## config.mk

```make
export PLATFORM = sky130hd
export DESIGN_NAME = cfgkey_listener
export DESIGN_NICKNAME = d
export VERILOG_FILES = /design/src/rtl/cfgkey_pkg.sv /design/src/rtl/cfgkey_matcher.sv /design/src/rtl/cfgkey_latch.sv /design/src/rtl/cfgkey_window.sv /design/src/rtl/cfgkey_listener.sv
export SDC_FILE = /design/constraint.sdc
export NUM_CORES = 1
export LEC_CHECK = 0
export ABC_AREA = 1
export BUFFER_PORTS_ARGS = -buffer_cell sky130_fd_sc_hd__buf_2
export CAP_MARGIN = 30
export CORE_MARGIN = 2
export CORE_UTILIZATION = 50
export DETAILED_ROUTE_END_ITERATION = 12
export GPL_TIMING_DRIVEN = 0
export PLACE_DENSITY_LB_ADDON = 0.25
export SKIP_CTS_REPAIR_TIMING = 1
export SLEW_MARGIN = 0
export SYNTH_ARGS = -nofsm -noshare
export SYNTH_HDL_FRONTEND = slang
export SYNTH_SLANG_ARGS = --single-unit
```

## constraint.sdc

```tcl
create_clock -name clk -period 3.5 [get_ports clk]
set_input_delay 0.7 -clock clk [delete_from_list [all_inputs] [get_ports clk]]
set_output_delay 0.7 -clock clk [all_outputs]
set_load 0.1 [all_outputs]
```

## src/rtl/cfgkey_pkg.sv

```systemverilog
package cfgkey_pkg;

    typedef enum logic [2:0] {
        MS_IDLE  = 3'd0,
        MS_K1    = 3'd1,
        MS_K2    = 3'd2,
        MS_K3    = 3'd3,
        MS_K4    = 3'd4,
        MS_KEYED = 3'd5
    } mstate_t;

    typedef struct packed {
        logic       en;
        logic [2:0] irq;
        logic [2:0] idx;
    } cfg_t;

    function automatic logic [7:0] key_byte(input int set, input logic [2:0] pos);
        logic [7:0] b;
        if (set == 0) begin
            case (pos)
                3'd0:    b = 8'h59;
                3'd1:    b = 8'hB9;
                3'd2:    b = 8'hC5;
                3'd3:    b = 8'hAE;
                default: b = 8'hA6;
            endcase
        end else begin
            case (pos)
                3'd0:    b = 8'h0F;
                3'd1:    b = 8'h22;
                3'd2:    b = 8'hF0;
                3'd3:    b = 8'h20;
                default: b = 8'h80;
            endcase
        end
        return b;
    endfunction

    function automatic logic [15:0] base_of(input int set, input logic [2:0] idx);
        logic [15:0] a;
        if (set == 0) begin
            case (idx)
                3'd0:    a = 16'h0280;
                3'd1:    a = 16'h0290;
                3'd2:    a = 16'h0300;
                3'd3:    a = 16'h0310;
                3'd4:    a = 16'h0330;
                3'd5:    a = 16'h0340;
                3'd6:    a = 16'h0348;
                default: a = 16'h0350;
            endcase
        end else begin
            case (idx)
                3'd0:    a = 16'h0220;
                3'd1:    a = 16'h0240;
                3'd2:    a = 16'h0280;
                3'd3:    a = 16'h02A0;
                3'd4:    a = 16'h02C0;
                3'd5:    a = 16'h0300;
                3'd6:    a = 16'h0320;
                default: a = 16'h0340;
            endcase
        end
        return a;
    endfunction

endpackage

```

## src/rtl/cfgkey_matcher.sv

```systemverilog
module cfgkey_matcher
    import cfgkey_pkg::*;
#(
    parameter int          KEY_SET     = 0,
    parameter int          AW          = 16,
    parameter logic [15:0] UNLOCK_PORT = 16'h0779,
    parameter logic [15:0] DATA_PORT   = 16'h0379
) (
    input  logic          clk,
    input  logic          rst_n,
    input  logic          wr,
    input  logic [AW-1:0] addr,
    input  logic [7:0]    wdata,
    output logic          cfg_load
);
    typedef struct packed {
        mstate_t st;
    } mstate_reg_t;

    mstate_reg_t m_d, m_q;
    logic on_unlock, on_data;

    assign on_unlock = wr && (addr == AW'(UNLOCK_PORT));
    assign on_data   = wr && (addr == AW'(DATA_PORT));

    always_comb begin
        m_d      = m_q;
        cfg_load = 1'b0;
        if (on_unlock) begin
            m_d.st = (wdata == key_byte(KEY_SET, 3'd0)) ? MS_K1 : MS_IDLE;
        end else if (on_data) begin
            case (m_q.st)
                MS_IDLE: m_d.st = MS_IDLE;
                MS_KEYED: begin
                    cfg_load = 1'b1;
                    m_d.st   = MS_IDLE;
                end
                default: begin
                    if (wdata == key_byte(KEY_SET, m_q.st))
                        m_d.st = mstate_t'(m_q.st + 3'd1);
                    else
                        m_d.st = MS_IDLE;
                end
            endcase
        end
    end

    always_ff @(posedge clk) begin
        if (!rst_n) m_q <= '{st: MS_IDLE};
        else        m_q <= m_d;
    end


    restart_chk: assert property (@(posedge clk) disable iff (!rst_n)
        (on_unlock && wdata == key_byte(KEY_SET, 3'd0)) |=> (m_q.st == MS_K1));


    quiet_hold_chk: assert property (@(posedge clk) disable iff (!rst_n)
        (!on_unlock && !on_data) |=> $stable(m_q.st));


    state_range_chk: assert property (@(posedge clk) disable iff (!rst_n)
        m_q.st <= MS_KEYED);

endmodule

```

## src/rtl/cfgkey_latch.sv

```systemverilog
module cfgkey_latch
    import cfgkey_pkg::*;
#(
    parameter int TABLE_SET = 0,
    parameter int AW        = 16
) (
    input  logic          clk,
    input  logic          rst_n,
    input  logic          load,
    input  logic [7:0]    wdata,
    output logic          en,
    output logic [AW-1:0] base,
    output logic [2:0]    irq_field,
    output logic [3:0]    irq_line
);
    localparam logic [2:0] REMAP_FIELD = 3'd2;
    localparam logic [3:0] REMAP_LINE  = 4'd9;

    cfg_t c_d, c_q;

    always_comb begin
        c_d = c_q;
        if (load) begin
            c_d.en  = wdata[7];
            c_d.irq = wdata[6:4];
            c_d.idx = wdata[2:0];
        end
    end

    always_ff @(posedge clk) begin
        if (!rst_n) c_q <= '0;
        else        c_q <= c_d;
    end

    assign en        = c_q.en;
    assign base      = AW'(base_of(TABLE_SET, c_q.idx));
    assign irq_field = c_q.irq;
    assign irq_line  = (c_q.irq == REMAP_FIELD) ? REMAP_LINE : {1'b0, c_q.irq};


    cfg_hold_chk: assert property (@(posedge clk) disable iff (!rst_n)
        !load |=> $stable(c_q));


    irq_no_two_chk: assert property (@(posedge clk) disable iff (!rst_n)
        irq_line != 4'd2);

endmodule

```

## src/rtl/cfgkey_window.sv

```systemverilog
module cfgkey_window #(
    parameter int AW        = 16,
    parameter int WIN_SIZE  = 16,
    parameter int PROBE_OFS = 9
) (
    input  logic          clk,
    input  logic          rst_n,
    input  logic          wr,
    input  logic          rd,
    input  logic [AW-1:0] addr,
    input  logic [7:0]    wdata,
    input  logic          en,
    input  logic [AW-1:0] base,
    output logic          hit,
    output logic [7:0]    rdata
);
    typedef struct packed {
        logic present;
    } win_reg_t;

    win_reg_t w_d, w_q;
    logic [AW-1:0] ofs;
    logic          at_probe;

    assign ofs      = addr - base;
    assign hit      = en && (ofs < AW'(WIN_SIZE));
    assign at_probe = (ofs == AW'(PROBE_OFS));

    always_comb begin
        w_d = w_q;
        if (wr && hit && at_probe) w_d.present = wdata[7];
    end

    always_ff @(posedge clk) begin
        if (!rst_n) w_q <= '0;
        else        w_q <= w_d;
    end

    always_comb begin
        rdata = 8'hFF;
        if (rd && hit) rdata = at_probe ? {w_q.present, 7'd0} : 8'h00;
    end


    probe_store_chk: assert property (@(posedge clk) disable iff (!rst_n)
        (wr && hit && at_probe) |=> (w_q.present == $past(wdata[7])));

endmodule

```

## src/rtl/cfgkey_listener.sv

```systemverilog
module cfgkey_listener #(
    parameter int KEY_SET   = 0,
    parameter int TABLE_SET = 0,
    parameter int AW        = 16
) (
    input  logic          clk,
    input  logic          rst_n,
    input  logic          io_wr,
    input  logic          io_rd,
    input  logic [AW-1:0] io_addr,
    input  logic [7:0]    io_wdata,
    output logic [7:0]    io_rdata,
    output logic          card_en,
    output logic [AW-1:0] base_addr,
    output logic [2:0]    irq_field,
    output logic [3:0]    irq_line,
    output logic          win_hit
);
    logic cfg_load;

    cfgkey_matcher #(.KEY_SET(KEY_SET), .AW(AW)) u_match (
        .clk(clk), .rst_n(rst_n), .wr(io_wr), .addr(io_addr),
        .wdata(io_wdata), .cfg_load(cfg_load)
    );

    cfgkey_latch #(.TABLE_SET(TABLE_SET), .AW(AW)) u_cfg (
        .clk(clk), .rst_n(rst_n), .load(cfg_load), .wdata(io_wdata),
        .en(card_en), .base(base_addr), .irq_field(irq_field), .irq_line(irq_line)
    );

    cfgkey_window #(.AW(AW)) u_win (
        .clk(clk), .rst_n(rst_n), .wr(io_wr), .rd(io_rd), .addr(io_addr),
        .wdata(io_wdata), .en(card_en), .base(base_addr),
        .hit(win_hit), .rdata(io_rdata)
    );


    closed_read_chk: assert property (@(posedge clk) disable iff (!rst_n)
        !card_en |-> (io_rdata == 8'hFF && !win_hit));

endmodule

```

==> metrics.md <==
| Metric | Value |
|---|---|
| Failing checks | negative setup slack |
| Worst setup margin | -219.9 ps |
| Clk_skew | approximately 1.1 ps |
| Metal-1 WL | 1755 um |
| Layout area overhead | 39.60% |
| Dpl hpwl | 3320 um |
| Synth cell count leaders | 57 x nand2_1, 46 x inv_1, 28 x nor2_1, 19 x buf_4, 18 x nand3_1 |
| Crit path launch type | primary input |
| Vias in the first global route | 1509 |
| Top cells by area, synth | dfxtp_1 13%, nand2_1 13%, inv_1 11% |
| # H-tree levels | 1 |
| I/O pin count | 61 |
| Register area | roughly 230 um2 |
| Share of cells above drive strength 1 | 35.50% |
| GRT overflow | 0 |
| Critical Path RT | 2800 ps |
| Worst Setup End Kind | output pin |
| Worst path arrival time | between 3000 and 4000 ps |
| Synth unique cells | 35 |
| Status | finished, violations left |
| Synth area leader | dfxtp_1 |
| CP Cell Sequence | buf_2, inv_1, ha_2, inv_2, fa_2, or2_1, a21oi_2, nand3_1, nor2_1, nand3_2, nor2_4, nand2_2, nor2_4, nand2_8, buf_12, buf_12 |
| Overall routed net length | 4149 um |
| Met3 WL | 158 um |
| Top_reg_cell synth | dfxtp_1 |
| Routed Antenna Nets | 0 |
| Mapped Area | 0.001643 mm2 |
| Initial DRC Count | 89 |
| Yosys Warn Count | 0 |
| Slowest-stage cell, CP | fa_2 |
| Port buffer count | 49 |
| Vias/cell | 4.848 |
| Starting density of the core | 53.37% |
| Design area | 0.002293 mm2 |
| Fin crit period | 3720 ps |
| Die X | 61.32 um |
| Post-synthesis async set-or-reset flop share | 0% |
| First-pass GRT wire length | 6023 um |
| Final net count | 379 |
| Clk slew on worst S/H paths | 70 ps |
| DR vias | 1852 |
| DR WL met2 | 2167 um |
| Final period util | 106.3% |
| Area post-placement | around 0.0021 mm2 |
| Overall Power | 0.3610 mW |
| Max-cap violations | 0 |
| Multi-input logic area | 0.001199 mm2 |
| TritonCTS clock tree | built |
| PwrDens | 157.4 mW/mm2 |
| Critical Path Max Stage Delay | 390 ps |
| Count leader, synth | nand2_1 |
| Max Fclk | 268.8 MHz |
| Post-synth EDFFs | 0 |
| GPL Wtd Cong | 0.9786 |
| #FFs+latches synth | 11 |
| Crit path max fanout | 7 |
| DR top layer | met4 |
| Final setup vio count | 9 |
| Root buf cell | clkbuf_4 |
| Std-Cell Rows | 20 |
| Clock latency on the worst-skew pair | 260 ps |
| Synth top area share | 13.40% |
| Hold Fails Final Rpt | 0 |
| # fillers | approximately 270 |
| Antenna cell count | 0 |
| RSZ-0062 raised after global routing | yes |
| GRT Overall Usage | 20.98% |
| DR pass1 iterations | 4 |
| Critical path type | in2out |
| Pin count of the biggest net entering global routing | 11 |
| Slew Limit Fails | 0 |
| Post-place setup slack | -435.0 ps |
| Die Y | 61.32 um |
| Clock tree sinks | 11 |
| DRC | 0 |
| Die area | 0.003760 mm2 |
| Final Core Density | 74.51% |
| VDD IR max | 0.0001758 V |
| Leakage | between 1 and 1.5 nW |
| Syn Inst Count | 275 |
| CORE AREA | 0.003078 mm2 |
| CTS buffer count | 3 |
| Clock Tree Buf Depth | 2 |
| Hold/Removal Path Class | reg2reg |
| Initial antenna violation count | 0 |
| WL per Instance | 10.86 um |
| Syn avg cell area | 5.974 um2 |
| Register area share after synthesis | approximately 13% |
## final timing paths
check,slack (ps),startpoint,end,cells past startpoint
setup / recovery,-220,io_addr[3],io_rdata[2],16
hold / removal,500,u_cfg.irq_field[0],u_cfg.irq_field[0],2
setup reg to reg,1090,u_cfg.c_q[1],u_win.w_q,14
hold reg to reg,500,u_cfg.irq_field[0],u_cfg.irq_field[0],2
## critical path: cells and delay by family
family	cells	cell delay (ps)
compound gates	1	120
fa+ha+maj	2	580
buf+inv	5	530
simple gates	8	1070
## cell families (layout without fill, tap and decap cells)
family,after synthesis,count (layout),share of synthesized area [%]
simple gates,141,141,41.89
xor+xnor,4,4,2.133
compound gates,35,35,12.03
flops,11,11,13.40
fa+ha+maj,12,12,9.596
other cells,2,10,0.4571
buf+inv,70,125,20.49
## cell type report
class                           instances  share of cell area (%)
Multi-Input combinational cell        202                   52.26
Timing Repair Buffer                   51                   16.15
Buffer                                 22                   10.09
Sequential cell                        11                   9.984
Inverter                               48                   7.965
Tap cell                               44                   2.400
Clock buffer                            4                   1.146
## per-layer routing
metal	GRT usage, %	up-vias
met5	0	-
li1	-	978
met1	26.38	823
met2	36.47	45
met3	3.782	6
met4	6.211	0
## power by group
part	internal [mW]	total (mW)	switching, mW
registers	0.123	0.123	0.000000537
logic	0.0448	0.152	0.107
clock network	0.0441	0.0855	0.0414
total	0.212	0.361	0.149
## placed cells by master (no fill, tap or decap), types with 2 or more instances in the layout
cell type / n
buf_12: 13
ha_1: 10
clkbuf_4: 4
o21ai_1: 2
inv_1: 43
xor2_1: 2
clkbuf_1: 2
nand3_2: 3
nor2_4: 4
nand3_1: 16
nor3_2: 3
nand2_2: 10
dfxtp_4: 2
buf_4: 16
conb_1: 10
a21oi_1: 15
nor4_1: 5
nand3b_1: 2
nor3_1: 2
o21ai_2: 2
o21ai_0: 12
nor2_2: 5
xnor2_1: 2
nand4_1: 6
inv_2: 4
nand2_1: 54
nor2_1: 24
dfxtp_1: 8
buf_2: 41
## state kept, by name, indices dropped and copies added (netlist names)
| name | flops |
|---|---|
| u_cfg.c_q | 3 |
| u_cfg.en | 1 |
| u_cfg.irq_field | 3 |
| u_match.m_q | 3 |
| u_win.w_q | 1 |
## metrics by stage
stage / instances / hold WS, ps / TNS [ps]
3_3_place_gp: 376 / 485.4 / -3009
3_5_place_dp: 376 / 493.5 / -3561
2_1_floorplan: 283 / 462.3 / -9158
6_report: 382 / 502.3 / -1735
5_1_grt: 382 / 532.2 / -3084
4_1_cts: 380 / 503.3 / -4941
Power figures use the tool's default switching activity.
